--- config.mk ---
export PLATFORM = sky130hd
export DESIGN_NAME = serial_rx_channel
export DESIGN_NICKNAME = d
export VERILOG_FILES = /design/src/rtl/srx_pkg.sv /design/src/rtl/srx_sync.sv /design/src/rtl/srx_frame_fsm.sv /design/src/rtl/srx_shifter.sv /design/src/rtl/srx_holding.sv /design/src/rtl/serial_rx_channel.sv
export SDC_FILE = /design/constraint.sdc
export NUM_CORES = 1
export LEC_CHECK = 0
export BUFFER_PORTS_ARGS = -buffer_cell sky130_fd_sc_hd__buf_4
export CAP_MARGIN = 5
export CORE_ASPECT_RATIO = 1.4
export CORE_UTILIZATION = 55
export DETAILED_ROUTE_END_ITERATION = 10
export PLACE_DENSITY = 0.84
export SLEW_MARGIN = 25
export SYNTH_ARGS = -nofsm -noshare
export SYNTH_HDL_FRONTEND = slang
export SYNTH_SLANG_ARGS = --single-unit
--- constraint.sdc ---
create_clock -name clk -period 1.87 [get_ports clk]
set_input_delay 0.2805 -clock clk [delete_from_list [all_inputs] [get_ports clk]]
set_output_delay 0.2805 -clock clk [all_outputs]
set_load 0.02 [all_outputs]
--- src/rtl/srx_pkg.sv ---
package srx_pkg;
   typedef enum logic [2:0] {
      RX_IDLE,
      RX_START,
      RX_DATA,
      RX_PARITY,
      RX_STOP
   } rx_state_t;
endpackage

--- src/rtl/srx_sync.sv ---
module srx_sync #(
   parameter int STAGES = 2
) (
   input  logic clk,
   input  logic rst,
   input  logic din,
   output logic dout
);
   generate
      if (STAGES == 0) begin : g_bypass
         assign dout = din;
      end else begin : g_chain
         logic [STAGES-1:0] chain;
         always_ff @(posedge clk) begin
            if (rst) chain <= '1;
            else     chain <= {chain[STAGES-2+((STAGES==1)?1:0):0] , din};
         end
         assign dout = chain[STAGES-1];
      end
   endgenerate
endmodule

--- src/rtl/srx_frame_fsm.sv ---
module srx_frame_fsm
   import srx_pkg::*;
#(
   parameter int DATA_W     = 8,
   parameter int OVERSAMPLE = 16
) (
   input  logic clk,
   input  logic rst,
   input  logic tick,
   input  logic rx_en,
   input  logic par_en,
   input  logic two_stop,
   input  logic rxs,
   output logic start_det,
   output logic data_stb,
   output logic par_stb,
   output logic done,
   output logic frame_bad,
   output logic idle
);
   localparam int CNT_W     = $clog2(OVERSAMPLE);
   localparam int IDX_W     = $clog2(DATA_W);
   localparam int SAMPLE_PT = OVERSAMPLE / 2;

   rx_state_t        state;
   logic [CNT_W-1:0] cnt;
   logic [IDX_W-1:0] bit_idx;
   logic             stop_idx;
   logic             stop_bad;
   logic             rx_prev;
   logic             mid;
   logic             last_stop;

   assign mid       = tick && (cnt == CNT_W'(OVERSAMPLE-1));
   assign last_stop = !two_stop || stop_idx;
   assign start_det = (state == RX_IDLE) && rx_en && rx_prev && !rxs;
   assign data_stb  = (state == RX_DATA) && mid;
   assign par_stb   = (state == RX_PARITY) && mid;
   assign done      = rx_en && (state == RX_STOP) && mid && last_stop;
   assign frame_bad = stop_bad || !rxs;
   assign idle      = (state == RX_IDLE);

   always_ff @(posedge clk) begin
      if (rst) begin
         state    <= RX_IDLE;
         cnt      <= '0;
         bit_idx  <= '0;
         stop_idx <= 1'b0;
         stop_bad <= 1'b0;
         rx_prev  <= 1'b1;
      end else begin
         rx_prev <= rxs;
         if (!rx_en) begin
            state <= RX_IDLE;
         end else begin
            case (state)
               RX_IDLE: if (start_det) begin
                  state <= RX_START;
                  cnt   <= '0;
               end
               RX_START: if (tick) begin
                  if (cnt == CNT_W'(SAMPLE_PT-1)) begin
                     cnt     <= '0;
                     bit_idx <= '0;
                     state   <= rxs ? RX_IDLE : RX_DATA;
                  end else begin
                     cnt <= cnt + 1'b1;
                  end
               end
               RX_DATA: if (tick) begin
                  if (mid) begin
                     cnt <= '0;
                     if (bit_idx == IDX_W'(DATA_W-1)) begin
                        state    <= par_en ? RX_PARITY : RX_STOP;
                        stop_idx <= 1'b0;
                        stop_bad <= 1'b0;
                     end else begin
                        bit_idx <= bit_idx + 1'b1;
                     end
                  end else begin
                     cnt <= cnt + 1'b1;
                  end
               end
               RX_PARITY: if (tick) begin
                  if (mid) begin
                     cnt   <= '0;
                     state <= RX_STOP;
                  end else begin
                     cnt <= cnt + 1'b1;
                  end
               end
               RX_STOP: if (tick) begin
                  if (mid) begin
                     cnt      <= '0;
                     stop_bad <= stop_bad || !rxs;
                     if (last_stop) state <= RX_IDLE;
                     else           stop_idx <= 1'b1;
                  end else begin
                     cnt <= cnt + 1'b1;
                  end
               end
               default: state <= RX_IDLE;
            endcase
         end
      end
   end
endmodule

--- src/rtl/srx_shifter.sv ---
module srx_shifter #(
   parameter int DATA_W = 8
) (
   input  logic              clk,
   input  logic              rst,
   input  logic              start_det,
   input  logic              data_stb,
   input  logic              par_stb,
   input  logic              bit_in,
   input  logic              msb_first,
   input  logic              invert,
   input  logic              par_odd,
   output logic [DATA_W-1:0] word,
   output logic              par_bad
);
   logic [DATA_W-1:0] sh;
   logic              acc;

   always_ff @(posedge clk) begin
      if (rst) begin
         sh      <= '0;
         acc     <= 1'b0;
         par_bad <= 1'b0;
      end else if (start_det) begin
         acc     <= 1'b0;
         par_bad <= 1'b0;
      end else if (data_stb) begin
         acc <= acc ^ bit_in;
         if (msb_first) sh <= {sh[DATA_W-2:0], bit_in};
         else           sh <= {bit_in, sh[DATA_W-1:1]};
      end else if (par_stb) begin
         par_bad <= acc ^ bit_in ^ par_odd;
      end
   end

   assign word = sh ^ {DATA_W{invert}};
endmodule

--- src/rtl/srx_holding.sv ---
module srx_holding #(
   parameter int DATA_W = 8
) (
   input  logic              clk,
   input  logic              rst,
   input  logic              rx_en,
   input  logic              rts_en,
   input  logic              idle,
   input  logic              start_det,
   input  logic              done,
   input  logic [DATA_W-1:0] word,
   input  logic              par_bad,
   input  logic              frame_bad,
   input  logic              rd_strobe,
   input  logic              irq_ack,
   input  logic              irq_clr_wr,
   output logic [DATA_W-1:0] rx_data,
   output logic              rx_full,
   output logic              irq_req,
   output logic              parity_err,
   output logic              frame_err,
   output logic              overrun,
   output logic              rts_n
);
   logic rts_q;

   always_ff @(posedge clk) begin
      if (rst) begin
         rx_data    <= '0;
         rx_full    <= 1'b0;
         irq_req    <= 1'b0;
         parity_err <= 1'b0;
         frame_err  <= 1'b0;
         overrun    <= 1'b0;
         rts_q      <= 1'b1;
      end else begin
         if (done) begin
            rx_data    <= word;
            rx_full    <= 1'b1;
            parity_err <= par_bad;
            frame_err  <= frame_bad;
            overrun    <= rx_full && !rd_strobe;
         end else if (rd_strobe) begin
            rx_full <= 1'b0;
         end

         if (done)                         irq_req <= 1'b1;
         else if (irq_ack || irq_clr_wr)   irq_req <= 1'b0;

         if (start_det || !rx_en)          rts_q <= 1'b1;
         else if (idle && !rx_full)        rts_q <= 1'b0;
      end
   end

   assign rts_n = rts_en ? rts_q : 1'b1;
endmodule

--- src/rtl/serial_rx_channel.sv ---
module serial_rx_channel #(
   parameter int DATA_W      = 8,
   parameter int OVERSAMPLE  = 16,
   parameter int SYNC_STAGES = 2
) (
   input  logic              clk,
   input  logic              rst,
   input  logic              tick,
   input  logic              rx_en,
   input  logic              par_en,
   input  logic              par_odd,
   input  logic              two_stop,
   input  logic              msb_first,
   input  logic              invert,
   input  logic              rts_en,
   input  logic              rxd,
   input  logic              rd_strobe,
   input  logic              irq_ack,
   input  logic              irq_clr_wr,
   output logic [DATA_W-1:0] rx_data,
   output logic              rx_full,
   output logic              irq_req,
   output logic              parity_err,
   output logic              frame_err,
   output logic              overrun,
   output logic              rts_n
);
   generate
      if (OVERSAMPLE < 4 || (OVERSAMPLE % 2) != 0) begin : g_bad_os
         $error("OVERSAMPLE must be even and at least 4");
      end
      if (DATA_W < 2) begin : g_bad_w
         $error("DATA_W must be at least 2");
      end
      if (SYNC_STAGES < 0) begin : g_bad_sync
         $error("SYNC_STAGES must not be negative");
      end
   endgenerate

   logic              rxs;
   logic              start_det;
   logic              data_stb;
   logic              par_stb;
   logic              frame_done;
   logic              frame_bad;
   logic              idle;
   logic [DATA_W-1:0] word;
   logic              par_bad;

   srx_sync #(.STAGES(SYNC_STAGES)) u_sync (
      .clk(clk), .rst(rst), .din(rxd), .dout(rxs)
   );

   srx_frame_fsm #(.DATA_W(DATA_W), .OVERSAMPLE(OVERSAMPLE)) u_fsm (
      .clk(clk), .rst(rst), .tick(tick), .rx_en(rx_en), .par_en(par_en),
      .two_stop(two_stop), .rxs(rxs), .start_det(start_det),
      .data_stb(data_stb), .par_stb(par_stb), .done(frame_done),
      .frame_bad(frame_bad), .idle(idle)
   );

   srx_shifter #(.DATA_W(DATA_W)) u_shift (
      .clk(clk), .rst(rst), .start_det(start_det), .data_stb(data_stb),
      .par_stb(par_stb), .bit_in(rxs), .msb_first(msb_first),
      .invert(invert), .par_odd(par_odd), .word(word), .par_bad(par_bad)
   );

   srx_holding #(.DATA_W(DATA_W)) u_hold (
      .clk(clk), .rst(rst), .rx_en(rx_en), .rts_en(rts_en), .idle(idle),
      .start_det(start_det), .done(frame_done), .word(word),
      .par_bad(par_bad), .frame_bad(frame_bad), .rd_strobe(rd_strobe),
      .irq_ack(irq_ack), .irq_clr_wr(irq_clr_wr), .rx_data(rx_data),
      .rx_full(rx_full), .irq_req(irq_req), .parity_err(parity_err),
      .frame_err(frame_err), .overrun(overrun), .rts_n(rts_n)
   );
endmodule

### After elaboration in Yosys (flattened, before gate mapping)

Index checks and enable logic that the tools add are counted.

| word-level totals | value |
|---|---|
| bits in registers | 39 |
| latch bits | 0 |
| bits in writable memories | 0 |
| memory bits (read-only) | 0 |
| input bits | 14 |
| output and inout bits | 14 |
| word-level logic and storage cells | 125 |
| memories | 0 |

| cells by class | value |
|---|---|
| add/subtract/negate cells | 2 |
| multipliers | 0 |
| divide/modulo/power cells | 0 |
| order comparisons | 0 |
| equality and inequality tests | 21 |
| shift operators | 0 |
| multiplexer cells | 42 |
| bitwise gates (word level) | 6 |
| reductions and logical operators | 37 |

Operators by type and width:

| operator | count |
|---|---|
| 2-to-1 mux 3 bit | 17 |
| 2-to-1 mux 4 bit | 5 |
| inequality test 2 bit (second input constant) | 8 |
| one-hot mux 3 bit (5 select lines) | 1 |
| AND reduction 7 bit | 2 |
| 2-to-1 mux 1 bit | 13 |
| inequality test 2 x 1 -> 1 bit (second input constant) | 6 |
| one-hot mux 4 bit (3 select lines) | 1 |
| logical AND 1 bit | 11 |
| AND reduction 11 bit | 1 |
| 2-to-1 mux 8 bit | 1 |
| AND reduction 8 bit | 1 |
| nonzero test 2 bit | 4 |
| XOR 8 bit | 1 |
| == test 3 x 2 -> 1 bit (second input constant) | 2 |
| == test 3 bit (second input constant) | 2 |
| one-hot mux 3 bit (2 select lines) | 1 |
| OR reduction 2 bit | 3 |
| logical NOT 1 bit | 5 |
| AND reduction 5 bit | 1 |
| adder 4 x 1 -> 4 bit (second input constant) | 1 |
| == test 4 x 3 -> 1 bit (second input constant) | 1 |
| == test 4 bit (second input constant) | 1 |
| logical OR 1 bit | 4 |
| other kinds (10) | 15 |

### Longest topological paths before layout

| logic depth | value |
|---|---|
| word-level depth | 6 |
| gate-level depth with buffers | 7 |
| gate-level depth less buffers | 6 |

### Hierarchy

A second synthesis with hierarchy kept.

| second synthesis, totals | value |
|---|---|
| cells, all modules | 223 |
| area total of the unflattened synthesis | 2025.7 µm² |

By module, submodules not included:

| module | instances | cells each | area an instance (µm²) | sequential area each (µm²) |
|---|---|---|---|---|
| srx_frame_fsm | 1 | 115 | 884.6 | 260.2 |
| srx_shifter | 1 | 55 | 580.6 | 200.2 |
| srx_holding | 1 | 49 | 508.0 | 280.3 |
| srx_sync | 1 | 4 | 52.6 | 40.0 |

### Worst setup path after synthesis

No wires, ideal clock.

| timing path | value |
|---|---|
| path kind | flip-flop to flip-flop |
| start point | register u_fsm.bit_idx[0] |
| end point | register u_fsm.bit_idx[0] |
| library setup time | 0.070 ns |
| arrival time | 1.635 ns |
| required time | 1.800 ns |
| path slack | 0.164 ns |
| stages on the path, launching flop included | 7 |
| buffers on the path | 0 |
| clock period less this slack | 1.706 ns |
| cells stage by stage | dfxtp_1 > ha_1 > ha_1 > o32ai_2 > nand3b_2 > or4_1 > a21oi_1 |

| between the ends | value |
|---|---|
| cells in the longest elaborated chain, start to end | 5 |
| elaborated cells on any way between the ends | 8 |
| classes of those cells | 1 x add/sub; 2 x eq/ne; 4 x mux; 1 x reduce/logical |

Ends and longest elaborated chain:

| what | line | source |
|---|---|---|
| start, declared | srx_frame_fsm.sv:27 | `logic [IDX_W-1:0] bit_idx;` |
| start signal, assigned | srx_frame_fsm.sv:78 | `bit_idx <= bit_idx + 1'b1;` |
| adder 3 x 1 -> 3 bit | srx_frame_fsm.sv:78 |  |
| 2-to-1 mux 3 bit | srx_frame_fsm.sv:73 | `if (bit_idx == IDX_W'(DATA_W-1)) begin` |
| 2-to-1 mux 3 bit | srx_frame_fsm.sv:71 | `if (mid) begin` |
| 2-to-1 mux 3 bit | srx_frame_fsm.sv:70 | `RX_DATA: if (tick) begin` |
| one-hot mux 3 bit (2 select lines) | srx_frame_fsm.sv:56 | `case (state)` |

Parallel ways exist; a longest one is shown, timed or not. The select of a mux whose other input is x is not followed.
A chain may end at the register's enable or synchronous reset.

### Worst setup path after layout

| timing path | value |
|---|---|
| start point | register u_fsm.cnt[0] |
| end point | register u_fsm.stop_bad |

| between the ends | value |
|---|---|
| cells in the longest elaborated chain, start to end | 4 |
| elaborated cells on any way between the ends | 5 |
| classes of those cells | 3 x eq/ne; 2 x reduce/logical |

Ends and longest elaborated chain:

| what | line | source |
|---|---|---|
| start, declared | srx_frame_fsm.sv:26 | `logic [CNT_W-1:0] cnt;` |
| start signal, assigned | srx_frame_fsm.sv:67 | `cnt <= cnt + 1'b1;` |
| start signal, assigned | srx_frame_fsm.sv:81 | `cnt <= cnt + 1'b1;` |
| start signal, assigned | srx_frame_fsm.sv:89 | `cnt <= cnt + 1'b1;` |
| == test 4 bit (*) | srx_frame_fsm.sv:34 | `assign mid = tick && (cnt == CNT_W'(OVERSAMPLE-1));` |
| logical AND 1 bit (*) | srx_frame_fsm.sv:34 |  |
| inequality test 2 x 1 -> 1 bit (no line) | n/a |  |
| AND reduction 7 bit (no line) (*) | n/a |  |
| end signal, assigned | srx_frame_fsm.sv:95 | `stop_bad <= stop_bad \|\| !rxs;` |
| end, declared | srx_frame_fsm.sv:29 | `logic stop_bad;` |

Every way passes the cells marked *; elsewhere a longest branch is shown, timed or not.

==> flow_metrics.py <==
metrics = {
    "synth": {
        "synth.most_common_cell": "dfxtp_1",
        "seq_area_frac_synth_pct": 38.9,
        "syn_avg_cell_area_um2": 8.89,
        "synth_common_cells": "dfxtp_1, nand2_1, nor2_1",
        "synth_edf_count": 0,
        "synth_cells": 226,
        "ys_async_sr_fraction_pct": 0,
        "synthFlopType": "dfxtp_1",
        "synth_cell_types": 53,
        "yosys_warnings": 0,
        "synth.cell_area_um2": 2010,
        "synth_top_area_cell": "dfxtp_1",
        "ys_seq_elements": 39,
        "yosysTopAreaCellShare_pct": 38.9,
        "synth_nets": 243,
        "ys_top_cells_by_area": "dfxtp_1, a211oi_1, mux2i_1",
    },
    "global_route": {
        "antenna_found_initial": 0,
        "grt.total_usage_pct": 24.8,
        "grt_pass1_wl_mm": 7.04,
        "grt_pass1_vias": 1603,
        "overflow": 0,
        "grt_max_degree": 33,
    },
    "clocking": {
        "clock-root-buffer": "clkbuf_8",
        "clk_latency_ns": 0.30,
        "htree_levels": 2,
        "cts_max_path_buffers": 2,
        "numCtsBuffers": 5,
        "cts_sinks": 39,
        "tritoncts": "yes",
        "cts.clk_slew.worst_paths_ns": 0.08,
    },
    "placed_design": {
        "port_buffers": 27,
        "dpl-instance-area_um2": 2230,
        "globalplace.congestion": 0.897,
        "hpwl_mm": 3.04,
    },
    "die": {
        "num_io_pins": 28,
        "fp.dieH_um": 73.5,
        "rows": 25,
        "dieArea_um2": 3900,
        "start_util_pct": 58.4,
        "chipWidth_um": 53.1,
        "coreArea_um2": 3440,
    },
    "worst_setup_path": {
        "cp_slowest_stage_delay_ns": 0.37,
        "cp-end-kind": "flop",
        "critPathRequiredTime_ns": 2.07,
        "crit_path_start_kind": "flop",
        "critPathTopFamily": "simple AND/OR/NAND/NOR gates",
        "path_cells": "ha_2, and4_1, nand2_2, nor4b_4, o21ai_1, a31o_1",
        "r2r_slack_ns": 0.1,
        "crit_buf_inv": 0,
        "critPathSlowestCell": "dfxtp_1",
        "crit_type": "reg -> reg",
        "cp_data_arrival_time_ns": 1.97,
        "crit_path_max_fanout": 6,
    },
    "drt": {
        "routed_wl_mm": 4.25,
        "vias": 1698,
        "detail-route-antenna-nets": 0,
        "vias_per_cell": 5.76,
        "wl_per_cell_um": 14.4,
        "drt_first_pass_iters": 4,
        "drc": 0,
        "drt_iter0_drc": 41,
    },
    "timing": {
        "min_period_ns": 1.77,
        "setup_tns_ns": 0,
        "max_freq_ghz": 0.564,
        "finalHoldViolations": 0,
        "skew_ns": 0.00400,
        "setup_violations": 0,
        "slew_headroom_pct": 71.0,
        "drv_slew": 0,
        "period_share_pct": 94.9,
        "worst_pin_slew_ns": 0.435,
    },
    "pwr": {
        "powerDensity_nw_per_um2": 710,
        "vdd_drop_max_uv": 697,
        "p_leak_nw": 0.874,
    },
    "finish": {
        "fin_nets": 271,
        "final_util_pct": 68.9,
        "finalInstanceArea_um2": 2370,
        "fillers": 277,
        "diodes": 0,
        "drive_gt1_share_pct": 24.7,
        "area_growth_pct": 18.1,
    },
    "status": {
        "outcome": "finished, final reports clean",
    },
    "job": {
        "drv_cap": 0,
    },
    "worst_hold_path": {
        "hold_class": "in -> reg",
    },
}
-- sequential cells by signal, summed over array words and instances, names as in the netlist, 2 cells and up --
name	flops
u_hold.rx_data	8
u_shift.sh	8
u_fsm.cnt	4
u_fsm.bit_idx	3
u_fsm.state	3
u_sync.g_chain.chain	2
-- cell type report --
class,instances,area [um2],share of cell area (%)
Clock buffer,6,82.6,3.48
Clock inverter,2,38.8,1.64
Inverter,3,11.3,0.475
Multi-Input combinational cell,170,1140,48.0
Sequential cell,39,783,33.0
Tap cell,40,50.0,2.11
Timing Repair Buffer,35,267,11.2
-- metrics by stage --
step	setup slack [ns]	hold slack (ns)	cells	power, mW
after global placement	0.116	0.393	286	0.949
after detailed placement	0.0644	0.399	286	0.951
after CTS	0.0555	0.157	294	1.70
after floorplan	0.164	0.384	226	0.915
final	0.0959	0.164	295	1.68
after global routing	-0.00279	0.155	295	1.74
-- power breakdown --
group,internal [mW],leakage [nW],switching (mW)
Clock,0.439,0.0618,0.315
Sequential,0.834,0.316,0.00470
Combinational,0.0447,0.496,0.0475
Total,1.32,0.874,0.367
-- per-layer routing --
metal  global-route usage [%]  part of all wire [%]  vias to the layer above
li1                         -                     -                      857
met4                     13.2                   2.3                        0
met5                        0                     0                        -
met1                     27.7                    41                      789
met2                     41.5                    52                       42
met3                     7.25                   4.2                       10
-- final timing paths --
kind | start | endpoint | cells after the start
worst max-delay path | u_fsm.cnt[0] | u_fsm.stop_bad | 6
worst min-delay path | rxd | u_sync.g_chain.chain[0] | 2
worst max register to register | u_fsm.cnt[0] | u_fsm.stop_bad | 6
worst min register to register | u_sync.g_chain.chain[0] | u_sync.g_chain.chain[1] | 1
-- placed cells by master, fill, tap and decap left out, drive strengths merged, types with 4 or more instances in the layout --
master / n
nand2b: 6
nand2: 23
nor2b: 4
inv: 4
xnor2: 10
o21ai: 11
clkbuf: 6
buf: 35
a211oi: 21
or2: 6
nor2: 25
dfxtp: 39
mux2i: 9
nand3: 7
a21oi: 12
-- cells by family (layout without fill, tap and decap cells) --
family                     Yosys count  in the layout  share of synthesized area [%]
and+or+nand+nor                     90             90                           26.0
AOI/OAI and AO/OA                   55             55                           18.5
DFF                                 39             39                           38.9
buffers and inverters               17             46                           4.61
xor gates and xnor gates            13             13                           5.67
muxes                                9              9                           4.49
adders and majority gates            3              3                           1.87
-- what timing repair did --
action	in CTS	in global routing
buffers inserted	0	1
gates resized for setup	0	5
hold buffers	0	0
endpoints found under the setup margin	0	20
hold endpoints to repair	0	0
Power figures use the tool's default switching activity.
